`config.mk`:
```
export PLATFORM = sky130hd
export DESIGN_NAME = mdio_master
export DESIGN_NICKNAME = d
export VERILOG_FILES = /design/src/rtl/mdio_pkg.sv /design/src/rtl/mdio_clk_div.sv /design/src/rtl/mdio_frame_engine.sv /design/src/rtl/mdio_master.sv
export SDC_FILE = /design/constraint.sdc
export NUM_CORES = 1
export LEC_CHECK = 0
export ABC_AREA = 1
export BUFFER_PORTS_ARGS = -buffer_cell sky130_fd_sc_hd__buf_2
export CORE_MARGIN = 5
export CORE_UTILIZATION = 55
export DETAILED_ROUTE_END_ITERATION = 16
export PLACE_DENSITY_LB_ADDON = 0.05
export SLEW_MARGIN = 20
export SYNTH_ARGS = -nofsm -noshare
export SYNTH_HDL_FRONTEND = slang
export SYNTH_HIERARCHICAL = 1
export SYNTH_SLANG_ARGS = --single-unit
```
`constraint.sdc`:
```
create_clock -name clk -period 4.4 [get_ports clk]
set_input_delay 0.44 -clock clk [delete_from_list [all_inputs] [get_ports clk]]
set_output_delay 0.44 -clock clk [all_outputs]
set_load 0.02 [all_outputs]
```
`src/rtl/mdio_pkg.sv`:
```
`timescale 1ns/1ps
package mdio_pkg;
    localparam int FIELD_W   = 5;
    localparam int WORD_W    = 16;
    localparam int FRAME_LEN = 64;
    localparam int IDX_W     = $clog2(FRAME_LEN);

    localparam int OFS_STAT = 12;
    localparam int OFS_CTL  = 13;
    localparam int OFS_DATA = 14;
    localparam int OFS_ADDR = 15;

    localparam logic [15:0] CTL_KEEP = 16'hCFFF;

    typedef enum logic [2:0] {
        ST_IDLE,
        ST_PRE,
        ST_HDR,
        ST_TA,
        ST_DATA
    } mdio_state_e;

    typedef struct packed {
        logic [1:0]         st;
        logic [1:0]         op;
        logic [FIELD_W-1:0] port;
        logic [FIELD_W-1:0] dev;
        logic [WORD_W-1:0]  data;
        logic               rd;
        logic               no_pre;
    } mdio_req_t;
endpackage

```
`src/rtl/mdio_clk_div.sv`:
```
`timescale 1ns/1ps
module mdio_clk_div #(
    parameter int DIV_W = 8
) (
    input  logic             clk,
    input  logic             rst_n,
    input  logic             en,
    input  logic [DIV_W-1:0] div,
    output logic             mdc,
    output logic             rise_stb,
    output logic             fall_stb
);
    localparam logic [DIV_W-1:0] ONE = 1;

    logic [DIV_W-1:0] cnt;
    logic [DIV_W-1:0] half;
    logic             wrap;

    always_comb begin
        half     = (div == '0) ? ONE : div;
        wrap     = (cnt >= half - ONE);
        rise_stb = en && wrap && !mdc;
        fall_stb = en && wrap && mdc;
    end

    always_ff @(posedge clk or negedge rst_n) begin
        if (!rst_n) begin
            cnt <= '0;
            mdc <= 1'b0;
        end else if (!en) begin
            cnt <= '0;
            mdc <= 1'b0;
        end else if (wrap) begin
            cnt <= '0;
            mdc <= ~mdc;
        end else begin
            cnt <= cnt + ONE;
        end
    end
endmodule

```
`src/rtl/mdio_frame_engine.sv`:
```
`timescale 1ns/1ps
module mdio_frame_engine
    import mdio_pkg::*;
(
    input  logic              clk,
    input  logic              rst_n,
    input  logic              launch,
    input  mdio_req_t         req,
    input  logic              rise_stb,
    input  logic              fall_stb,
    input  logic              mdio_i,
    output logic              busy,
    output logic              rd_done,
    output logic [WORD_W-1:0] rd_data,
    output logic              rd_err,
    output logic              mdio_o,
    output logic              mdio_oe
);
    localparam logic [IDX_W-1:0] IDX_PRE_END = IDX_W'(31);
    localparam logic [IDX_W-1:0] IDX_HDR_END = IDX_W'(45);
    localparam logic [IDX_W-1:0] IDX_TA_END  = IDX_W'(47);
    localparam logic [IDX_W-1:0] IDX_LAST    = IDX_W'(FRAME_LEN - 1);
    localparam logic [IDX_W-1:0] IDX_HDR_GO  = IDX_W'(32);
    localparam logic [IDX_W-1:0] IDX_STEP    = IDX_W'(1);

    mdio_state_e          state;
    logic [IDX_W-1:0]     idx;
    logic [FRAME_LEN-1:0] frame;
    logic                 is_rd;
    logic [WORD_W-1:0]    shreg;
    logic                 err;

    always_ff @(posedge clk or negedge rst_n) begin
        if (!rst_n) begin
            state <= ST_IDLE;
            idx   <= '0;
            frame <= '0;
            is_rd <= 1'b0;
            shreg <= '0;
            err   <= 1'b0;
        end else begin
            unique case (state)
                ST_IDLE: begin
                    if (launch) begin
                        frame <= {{32{1'b1}}, req.st, req.op, req.port, req.dev,
                                  (req.rd ? 2'b11 : 2'b10), req.data};
                        is_rd <= req.rd;
                        idx   <= req.no_pre ? IDX_HDR_GO : '0;
                        state <= req.no_pre ? ST_HDR : ST_PRE;
                        if (req.rd) begin
                            err <= 1'b0;
                        end
                    end
                end
                ST_PRE, ST_HDR, ST_TA, ST_DATA: begin
                    if (rise_stb && is_rd) begin
                        if (state == ST_TA && idx == IDX_TA_END) begin
                            err <= mdio_i;
                        end
                        if (state == ST_DATA) begin
                            shreg <= {shreg[WORD_W-2:0], mdio_i};
                        end
                    end
                    if (fall_stb) begin
                        idx <= idx + IDX_STEP;
                        if (idx == IDX_PRE_END) begin
                            state <= ST_HDR;
                        end else if (idx == IDX_HDR_END) begin
                            state <= ST_TA;
                        end else if (idx == IDX_TA_END) begin
                            state <= ST_DATA;
                        end else if (idx == IDX_LAST) begin
                            state <= ST_IDLE;
                        end
                    end
                end
                default: state <= ST_IDLE;
            endcase
        end
    end

    always_comb begin
        busy    = (state != ST_IDLE);
        mdio_oe = (state == ST_PRE) || (state == ST_HDR) ||
                  (((state == ST_TA) || (state == ST_DATA)) && !is_rd);
        mdio_o  = (state == ST_IDLE) ? 1'b1 : frame[~idx];
        rd_done = (state == ST_DATA) && fall_stb && (idx == IDX_LAST) && is_rd;
        rd_data = shreg;
        rd_err  = err;
    end
endmodule

```
`src/rtl/mdio_master.sv`:
```
`timescale 1ns/1ps
module mdio_master
    import mdio_pkg::*;
#(
    parameter int DIV_W = 8,
    parameter int OFS_W = 4
) (
    input  logic             clk,
    input  logic             rst_n,
    input  logic             reg_wr,
    input  logic [OFS_W-1:0] reg_addr,
    input  logic [31:0]      reg_wdata,
    output logic [31:0]      reg_rdata,
    output logic             mdc,
    output logic             mdio_o,
    output logic             mdio_oe,
    input  logic             mdio_i
);
    logic [15:0]      ctl_q;
    logic [15:0]      data_q;
    logic [15:0]      addr_q;
    logic             c45_q;
    logic [DIV_W-1:0] div_q;

    logic wr_stat, wr_ctl, wr_data, wr_addr;
    logic go_rd, go_wr, go_ad, launch;
    logic busy, rd_done, rd_err, rise_stb, fall_stb;
    logic [WORD_W-1:0] rd_data;
    logic [15:0]       ctl_src;
    mdio_req_t         req;
    logic              unused_bits;

    assign unused_bits = ^{reg_wdata[31:16], reg_wdata[7], reg_wdata[5:0]};

    always_comb begin
        wr_stat = reg_wr && (reg_addr == OFS_W'(OFS_STAT));
        wr_ctl  = reg_wr && (reg_addr == OFS_W'(OFS_CTL));
        wr_data = reg_wr && (reg_addr == OFS_W'(OFS_DATA));
        wr_addr = reg_wr && (reg_addr == OFS_W'(OFS_ADDR));
        go_rd   = wr_ctl && reg_wdata[15];
        go_wr   = wr_data;
        go_ad   = wr_addr && c45_q;
        launch  = !busy && (go_rd || go_wr || go_ad);

        ctl_src    = wr_ctl ? reg_wdata[15:0] : ctl_q;
        req.st     = c45_q ? 2'b00 : 2'b01;
        req.op     = go_rd ? (c45_q ? 2'b11 : 2'b10) : (go_ad ? 2'b00 : 2'b01);
        req.port   = ctl_src[9:5];
        req.dev    = ctl_src[4:0];
        req.data   = reg_wdata[15:0];
        req.rd     = go_rd;
        req.no_pre = ctl_src[10];
    end

    always_ff @(posedge clk or negedge rst_n) begin
        if (!rst_n) begin
            ctl_q  <= '0;
            data_q <= '0;
            addr_q <= '0;
            c45_q  <= 1'b0;
            div_q  <= '0;
        end else begin
            if (wr_stat) begin
                c45_q <= reg_wdata[6];
                div_q <= reg_wdata[8 +: DIV_W];
            end
            if (wr_ctl) begin
                ctl_q <= reg_wdata[15:0] & CTL_KEEP;
            end
            if (wr_addr) begin
                addr_q <= reg_wdata[15:0];
            end
            if (rd_done) begin
                data_q <= rd_err ? 16'hFFFF : rd_data;
            end else if (wr_data) begin
                data_q <= reg_wdata[15:0];
            end
        end
    end

    always_comb begin
        reg_rdata = '0;
        unique case (reg_addr)
            OFS_W'(OFS_STAT): begin
                reg_rdata[8 +: DIV_W] = div_q;
                reg_rdata[6]          = c45_q;
                reg_rdata[1]          = rd_err;
                reg_rdata[0]          = busy;
            end
            OFS_W'(OFS_CTL):  reg_rdata[15:0] = ctl_q;
            OFS_W'(OFS_DATA): reg_rdata[15:0] = data_q;
            OFS_W'(OFS_ADDR): reg_rdata[15:0] = addr_q;
            default:          reg_rdata = '0;
        endcase
    end

    mdio_clk_div #(.DIV_W(DIV_W)) i_clk_div (
        .clk      (clk),
        .rst_n    (rst_n),
        .en       (busy),
        .div      (div_q),
        .mdc      (mdc),
        .rise_stb (rise_stb),
        .fall_stb (fall_stb)
    );

    mdio_frame_engine i_engine (
        .clk      (clk),
        .rst_n    (rst_n),
        .launch   (launch),
        .req      (req),
        .rise_stb (rise_stb),
        .fall_stb (fall_stb),
        .mdio_i   (mdio_i),
        .busy     (busy),
        .rd_done  (rd_done),
        .rd_data  (rd_data),
        .rd_err   (rd_err),
        .mdio_o   (mdio_o),
        .mdio_oe  (mdio_oe)
    );
endmodule

```
Word-level counts from Yosys, hierarchy flattened. Index checks and enable logic that the tools add are counted.

Add/subtract/negate cells: 3. Magnitude comparators: 2. Eq/ne operators: 19. Muxes and demuxes: 39. Bitwise operators: 2. Reductions and logical operators: 35.

Operators with widths (number): 16-bit 2-to-1 mux (3); 8-bit case mux with 4 select lines (1); 8-bit 2-to-1 mux (3); 6-bit equality test, second input constant (3); 3-bit 2-to-1 mux (6); 6-bit 2-to-1 mux (3); 4-bit equality test, second input constant (4); 1-bit logical AND (16); 1-bit 2-to-1 mux (12); 4-bit case mux with 3 select lines (1); 6-bit case mux with 2 select lines (1); 11-bit 2-to-1 mux (1); 2-bit by 1-bit != test with 1-bit output, second input constant (5); 3-bit AND reduction (3); 8-bit by 1-bit adder with 8-bit output, second input constant (1); 8-bit >= comparator (1); 8-bit zero test (1); 2-bit case mux with 4 select lines (1); 8-bit by 1-bit subtractor with 8-bit output, second input constant (1); 6-bit by 7-bit less-than comparator with 1-bit output, second input constant (1); 6-bit by 1-bit adder with 6-bit output, second input constant (1); 1-bit binary-select mux with 6-bit select (1); 3-bit by 2-bit equality test with 1-bit output, second input constant (2); 6-bit by 5-bit equality test with 1-bit output, second input constant (1); 19 further kinds (27).

Flip-flop bits (word level): 124. Input bits: 40. Output and inout bits: 35. Word-level logic and storage cells: 113.

Logic depth before layout (Yosys ltp).
Word-level depth: 10. Mapped depth: 23. Depth with buffers taken out: 23.

Modules after synthesis. The synthesis kept the hierarchy.

Modules (own cells, without submodules): mdio_frame_engine (instances 1, cells an instance 372, area an instance 2949.1 um^2); mdio_master (instances 1, cells an instance 356, area an instance 2880.3 um^2); mdio_clk_div (instances 1, cells an instance 111, area an instance 829.5 um^2).

Worst setup path before layout. No wires, ideal clock.

Path kind: reg2reg. From: register div_q[4]. To: register data_q[12]. Library setup time: 0.076 ns. Arrival time: 3.065 ns. Required time: 4.324 ns. Setup slack: 1.259 ns. Cell stages (with the launch flop): 23. Buffers on the path: 1. Clock period less this slack: 3.141 ns. Cells stage by stage: dfrtp_1 > inv_1 > nand2_1 > nor2_2 > a31oi_1 > ha_1 > nand2_1 > xor2_1 > inv_1 > ha_1 > nand2_1 > nor2_1 > nor2_4 > nand2_2 > nand2_1 > nor2_1 > nand3_1 > nor3_1 > inv_2 > nand2_1 > buf_4 > nand2_1 > o21ai_1.

Longest elaborated chain between the ends: 10.

Ends and longest elaborated chain: from (decl) (line mdio_master.sv:23) `logic [DIV_W-1:0] div_q;`; from (signal assigned) (line mdio_master.sv:65) `div_q <= reg_wdata[8 +: DIV_W];`; 8-bit zero test (line mdio_clk_div.sv:20) `half = (div == '0) ? ONE : div;`; 8-bit 2-to-1 mux * (line mdio_clk_div.sv:20); 8-bit by 1-bit subtractor with 8-bit output * (line mdio_clk_div.sv:21) `wrap = (cnt >= half - ONE);`; 8-bit >= comparator * (line mdio_clk_div.sv:21); 1-bit logical AND * (2 in a row) (line mdio_clk_div.sv:23) `fall_stb = en && wrap && mdc;`; named net fall_stb (line mdio_master.sv:27) `logic busy, rd_done, rd_err, rise_stb, fall_stb;`; 1-bit logical AND * (3 in a row) (line mdio_frame_engine.sv:87) `rd_done = (state == ST_DATA) && fall_stb && (idx == IDX_LAST) && is_rd;`; named net rd_done (line mdio_master.sv:27); 16-bit 2-to-1 mux / 2-bit nonzero test (equally long branches); to (signal assigned) (line mdio_master.sv:74) `data_q <= rd_err ? 16'hFFFF : rd_data;`; to (signal assigned) (line mdio_master.sv:76) `data_q <= reg_wdata[15:0];`; to (decl) (line mdio_master.sv:20) `logic [15:0] data_q;`.

Mark *: on every way through the listed nets, which the timed path passes. The rest lies on a longest branch. A chain may end at the register's enable or synchronous reset.

Worst setup path in the final report.
From: register div_q[2]. To: register data_q[3].

The elaborated chain is that of the path after synthesis.

==> summary.md <==
| Metric | Value |
|---|---|
| DP HPWL | `11.27 mm` |
| Compound-Gate Fraction of Synth Area | `0.1250` |
| WP data arrival | `4000 ps` |
| Final Non-Filler Cells | `1033` |
| Worst VDD drop | `0.3915 mV` |
| F_max | `0.2730 GHz` |
| Main synth FF type | `dfrtp_1` |
| Global-route wire length before repair | `26.11 mm` |
| CP endpoint kind | `flip-flop` |
| Number of global-route vias before repair | `5422` |
| Die Span Y | `120.0 µm` |
| WL/cell | `15.12 µm` |
| Worst EP required | `4740 ps` |
| # diodes | `0` |
| Seq pwr share | `0.394` |
| Multiplexer share of the synthesized area | `0.01353` |
| GRT Total Usage | `0.2274` |
| Period minus WS final | `3664 ps` |
| Worst r2r path cells | `22` |
| Antenna violations before repair | `0` |
| Post-Synth XOR/XNOR Area | `0.01447` |
| Layout cells sized above 1 | `0.1569` |
| Largest area contributor in the netlist | `dfrtp_1` |
| CP Class | `flip-flop to flip-flop` |
| Relative slew slack | `0.3939` |
| Worst setup SP type | `flip-flop` |
| Clk buf depth | `2` |
| Synthesized flop and latch total | `122` |
| Status | `finished clean` |
| Synth Area per Inst | `7.937 µm²` |
| Skew-Pair Late Insertion Delay | `420 ps` |
| Initial core utilization | `0.5567` |
| R2r endpoint | `data_q[3]` |
| Comb power frac | `0.270` |
| Max Transition Viols Final | `0` |
| Cell Rows | `40` |
| GRT overflow | `0` |
| Post-synthesis adder-cell area fraction | `0.02255` |
| Max-cap check violation count | `0` |
| Flop-to-flop setup slack | `740 ps` |
| Root buf cell | `clkbuf_16` |
| Num CTS Buffers | `17` |
| Vias post-DR | `5522` |
| Clk_skew | `5.677 ps` |
| 1st-iter DRT viols | `424` |
| Clk slew on worst S/H paths | `60 ps` |
| Core area | `11960 µm²` |
| Internal power | `2.632 mW` |
| H-tree depth | `4` |
| Pwr per Cell Area | `541.6 nW/µm²` |
| Synth area leaders | `dfrtp_1 46%, nand2_1 13%, inv_1 5.4%` |
| PostCTS Resize Cnt | `0` |
| Static Leak | `3.814 nW` |
| Antenna viol nets, final | `0` |
| Cells after Synth | `839` |
| Switch share | `0.3448` |
| Ys Warns | `6` |
| Netlist Area Pre-Place | `6659 µm²` |
| Switch Pwr | `1.385 mW` |
| Main combinational cell family by area after synthesis | `simple AND/OR/NAND/NOR gates` |
| Count of filler cells inserted in the layout | `1091` |
| Final Setup Violations | `0` |
| Final hold vios | `0` |
| Crit-path max FO | `16` |
| Fin crit share | `0.8326` |
| Sequential share of the synthesized area | `0.4585` |
| Chip Width | `120.0 µm` |
| Port-buffer cells | `42` |
| # clock sinks | `122` |
| 1st-pass router iterations | `7` |
| CTS tree | `built` |
| Vias per cell | `5.346` |
| Post-CTS setup buffer count | `0` |
| Worst Tran Pin Value | `906.0 ps` |
| Area share of and/or/nand/nor cells after synthesis | `0.2563` |
| Area Overhead vs Synth | `11.39%` |
| Post-synth EDFFs | `0` |
| Synth top cells by count | `229 x nand2_1, 122 x dfrtp_1, 96 x inv_1` |
| Top cell type's share of synthesized area | `0.4585` |
| R2r startpoint | `div_q[2]` |
| Fraction of registers with async set/reset | `1.000` |
| Yosys cell types | `37` |
| RSZ-0062 raised after global routing | `false` |
| Placed cell count | `1002` |
| Detailed-route DRC error count | `0` |
| Post-CTS Hold Fix Bufs | `0` |
| Pin count of the biggest net entering global routing | `48` |
| HP Class | `primary input to async pin` |
| Global placer's final weighted congestion | `0.9038` |
| I/O Pins | `75` |
| Layout Nets | `926` |
| Top-count cell post-synth | `nand2_1` |
| DIE AREA | `14410 µm²` |
| Post-route setup TNS | `0 ps` |
| Total routed wirelength | `15.62 mm` |
| Clk pwr share | `0.337` |
[logic make-up after synthesis]
logic type / after synthesis
adders and majority gates: 12
muxes: 6
and+or+nand+nor: 388
other: 1
xor gates and xnor gates: 11
AOI/OAI and AO/OA: 146
buffers and inverters: 153
DFF: 122
[per-layer routing]
layer | GRT usage | up-vias | wire length, µm
li1 | - | 2721 | -
met1 | 0.2986 | 2622 | 6885
met5 | 0 | - | 0
met2 | 0.3699 | 152 | 7595
met3 | 0.05137 | 27 | 813
met4 | 0.08232 | 0 | 327
[registers in the layout (all words and copies together), names as in the netlist]
| register | cells |
|---|---|
| ctl_q | 14 |
| i_engine/state | 3 |
| i_engine/frame | 32 |
| i_engine/rd_data | 16 |
| div_q | 8 |
| i_engine/idx | 6 |
| i_engine/rd_err | 1 |
| c45_q | 1 |
| i_clk_div/cnt | 8 |
| i_clk_div/mdc | 1 |
| data_q | 16 |
| addr_q | 16 |
[final cells by class]
type / instances / area (µm²) / share of cell area
flip-flops and latches: 122 / 3053 / 0.4116
well taps: 147 / 183.9 / 0.02480
multi-input cells: 580 / 2944 / 0.3969
inverters: 105 / 394.1 / 0.05314
repair buffers: 48 / 257.7 / 0.03475
clock inverters: 9 / 90.09 / 0.01215
clock buffers: 22 / 494.2 / 0.06663
[stage by stage]
stage          power, mW  hold slack (ps)    util  area, µm²  worst slack (ps)
2_1_floorplan      2.411            144.4       -       6719              1259
3_3_place_gp       2.634            464.7  0.5712       6833             860.0
3_5_place_dp       2.679            468.8  0.5712       6833             757.4
4_1_cts            4.043            18.44  0.6201       7417             733.5
5_1_grt            4.295            40.78  0.6201       7417             361.1
6_report           4.017            3.776  0.6201       7417             736.5
[power by group through the flow]
stage,clock network [mW],registers [mW],logic (mW)
floorplan,0,1.52,0.896
global placement,0,1.59,1.05
detailed placement,0,1.60,1.08
CTS,1.37,1.58,1.09
global route,1.44,1.62,1.24
finish,1.35,1.58,1.08
[worst max-delay path by stage]
stage | start | endpoint | slack (ps) | depth (start not counted)
final | div_q[2] | data_q[3] | 740 | 22
after floorplan | div_q[4] | data_q[12] | 1260 | 22
after global routing | div_q[2] | data_q[5] | 360 | 22
after global placement | div_q[4] | data_q[3] | 860 | 22
after detailed placement | div_q[2] | data_q[5] | 760 | 22
after CTS | div_q[2] | data_q[5] | 730 | 22
[worst max-delay path: stages, from the launching register on]
cell	delay, ps
dfrtp_1	460
inv_1	110
nand2_1	60
nor2_2	150
a31oi_1	130
ha_1	240
nand2_1	90
xor2_1	150
inv_1	50
ha_1	270
nand2_1	60
nor2_1	200
nor2_4	70
nand2_2	90
nand2_1	60
nor2_1	160
nand3_1	110
nor3_2	250
inv_2	170
nand2_1	250
buf_4	280
nand2_1	80
o21ai_1	80
[layout by cell type (no fill, tap or decap), types with 5 or more instances in the layout]
master and n:
buf_2 41, o21ai_2 19, a21oi_1 36, o21ai_1 29
ha_1 12, o211ai_1 7, mux2_4 6, inv_2 7
conb_1 17, clkbuf_16 17, nand2_2 11, dfrtp_1 122
nand2_1 229, o21ai_0 50, clkbuf_8 5, nand3_1 46
inv_1 96, nor2_1 67, xor2_1 8, nand4_1 16
buf_4 7
Note: power is estimated with default switching activity, not from simulation.
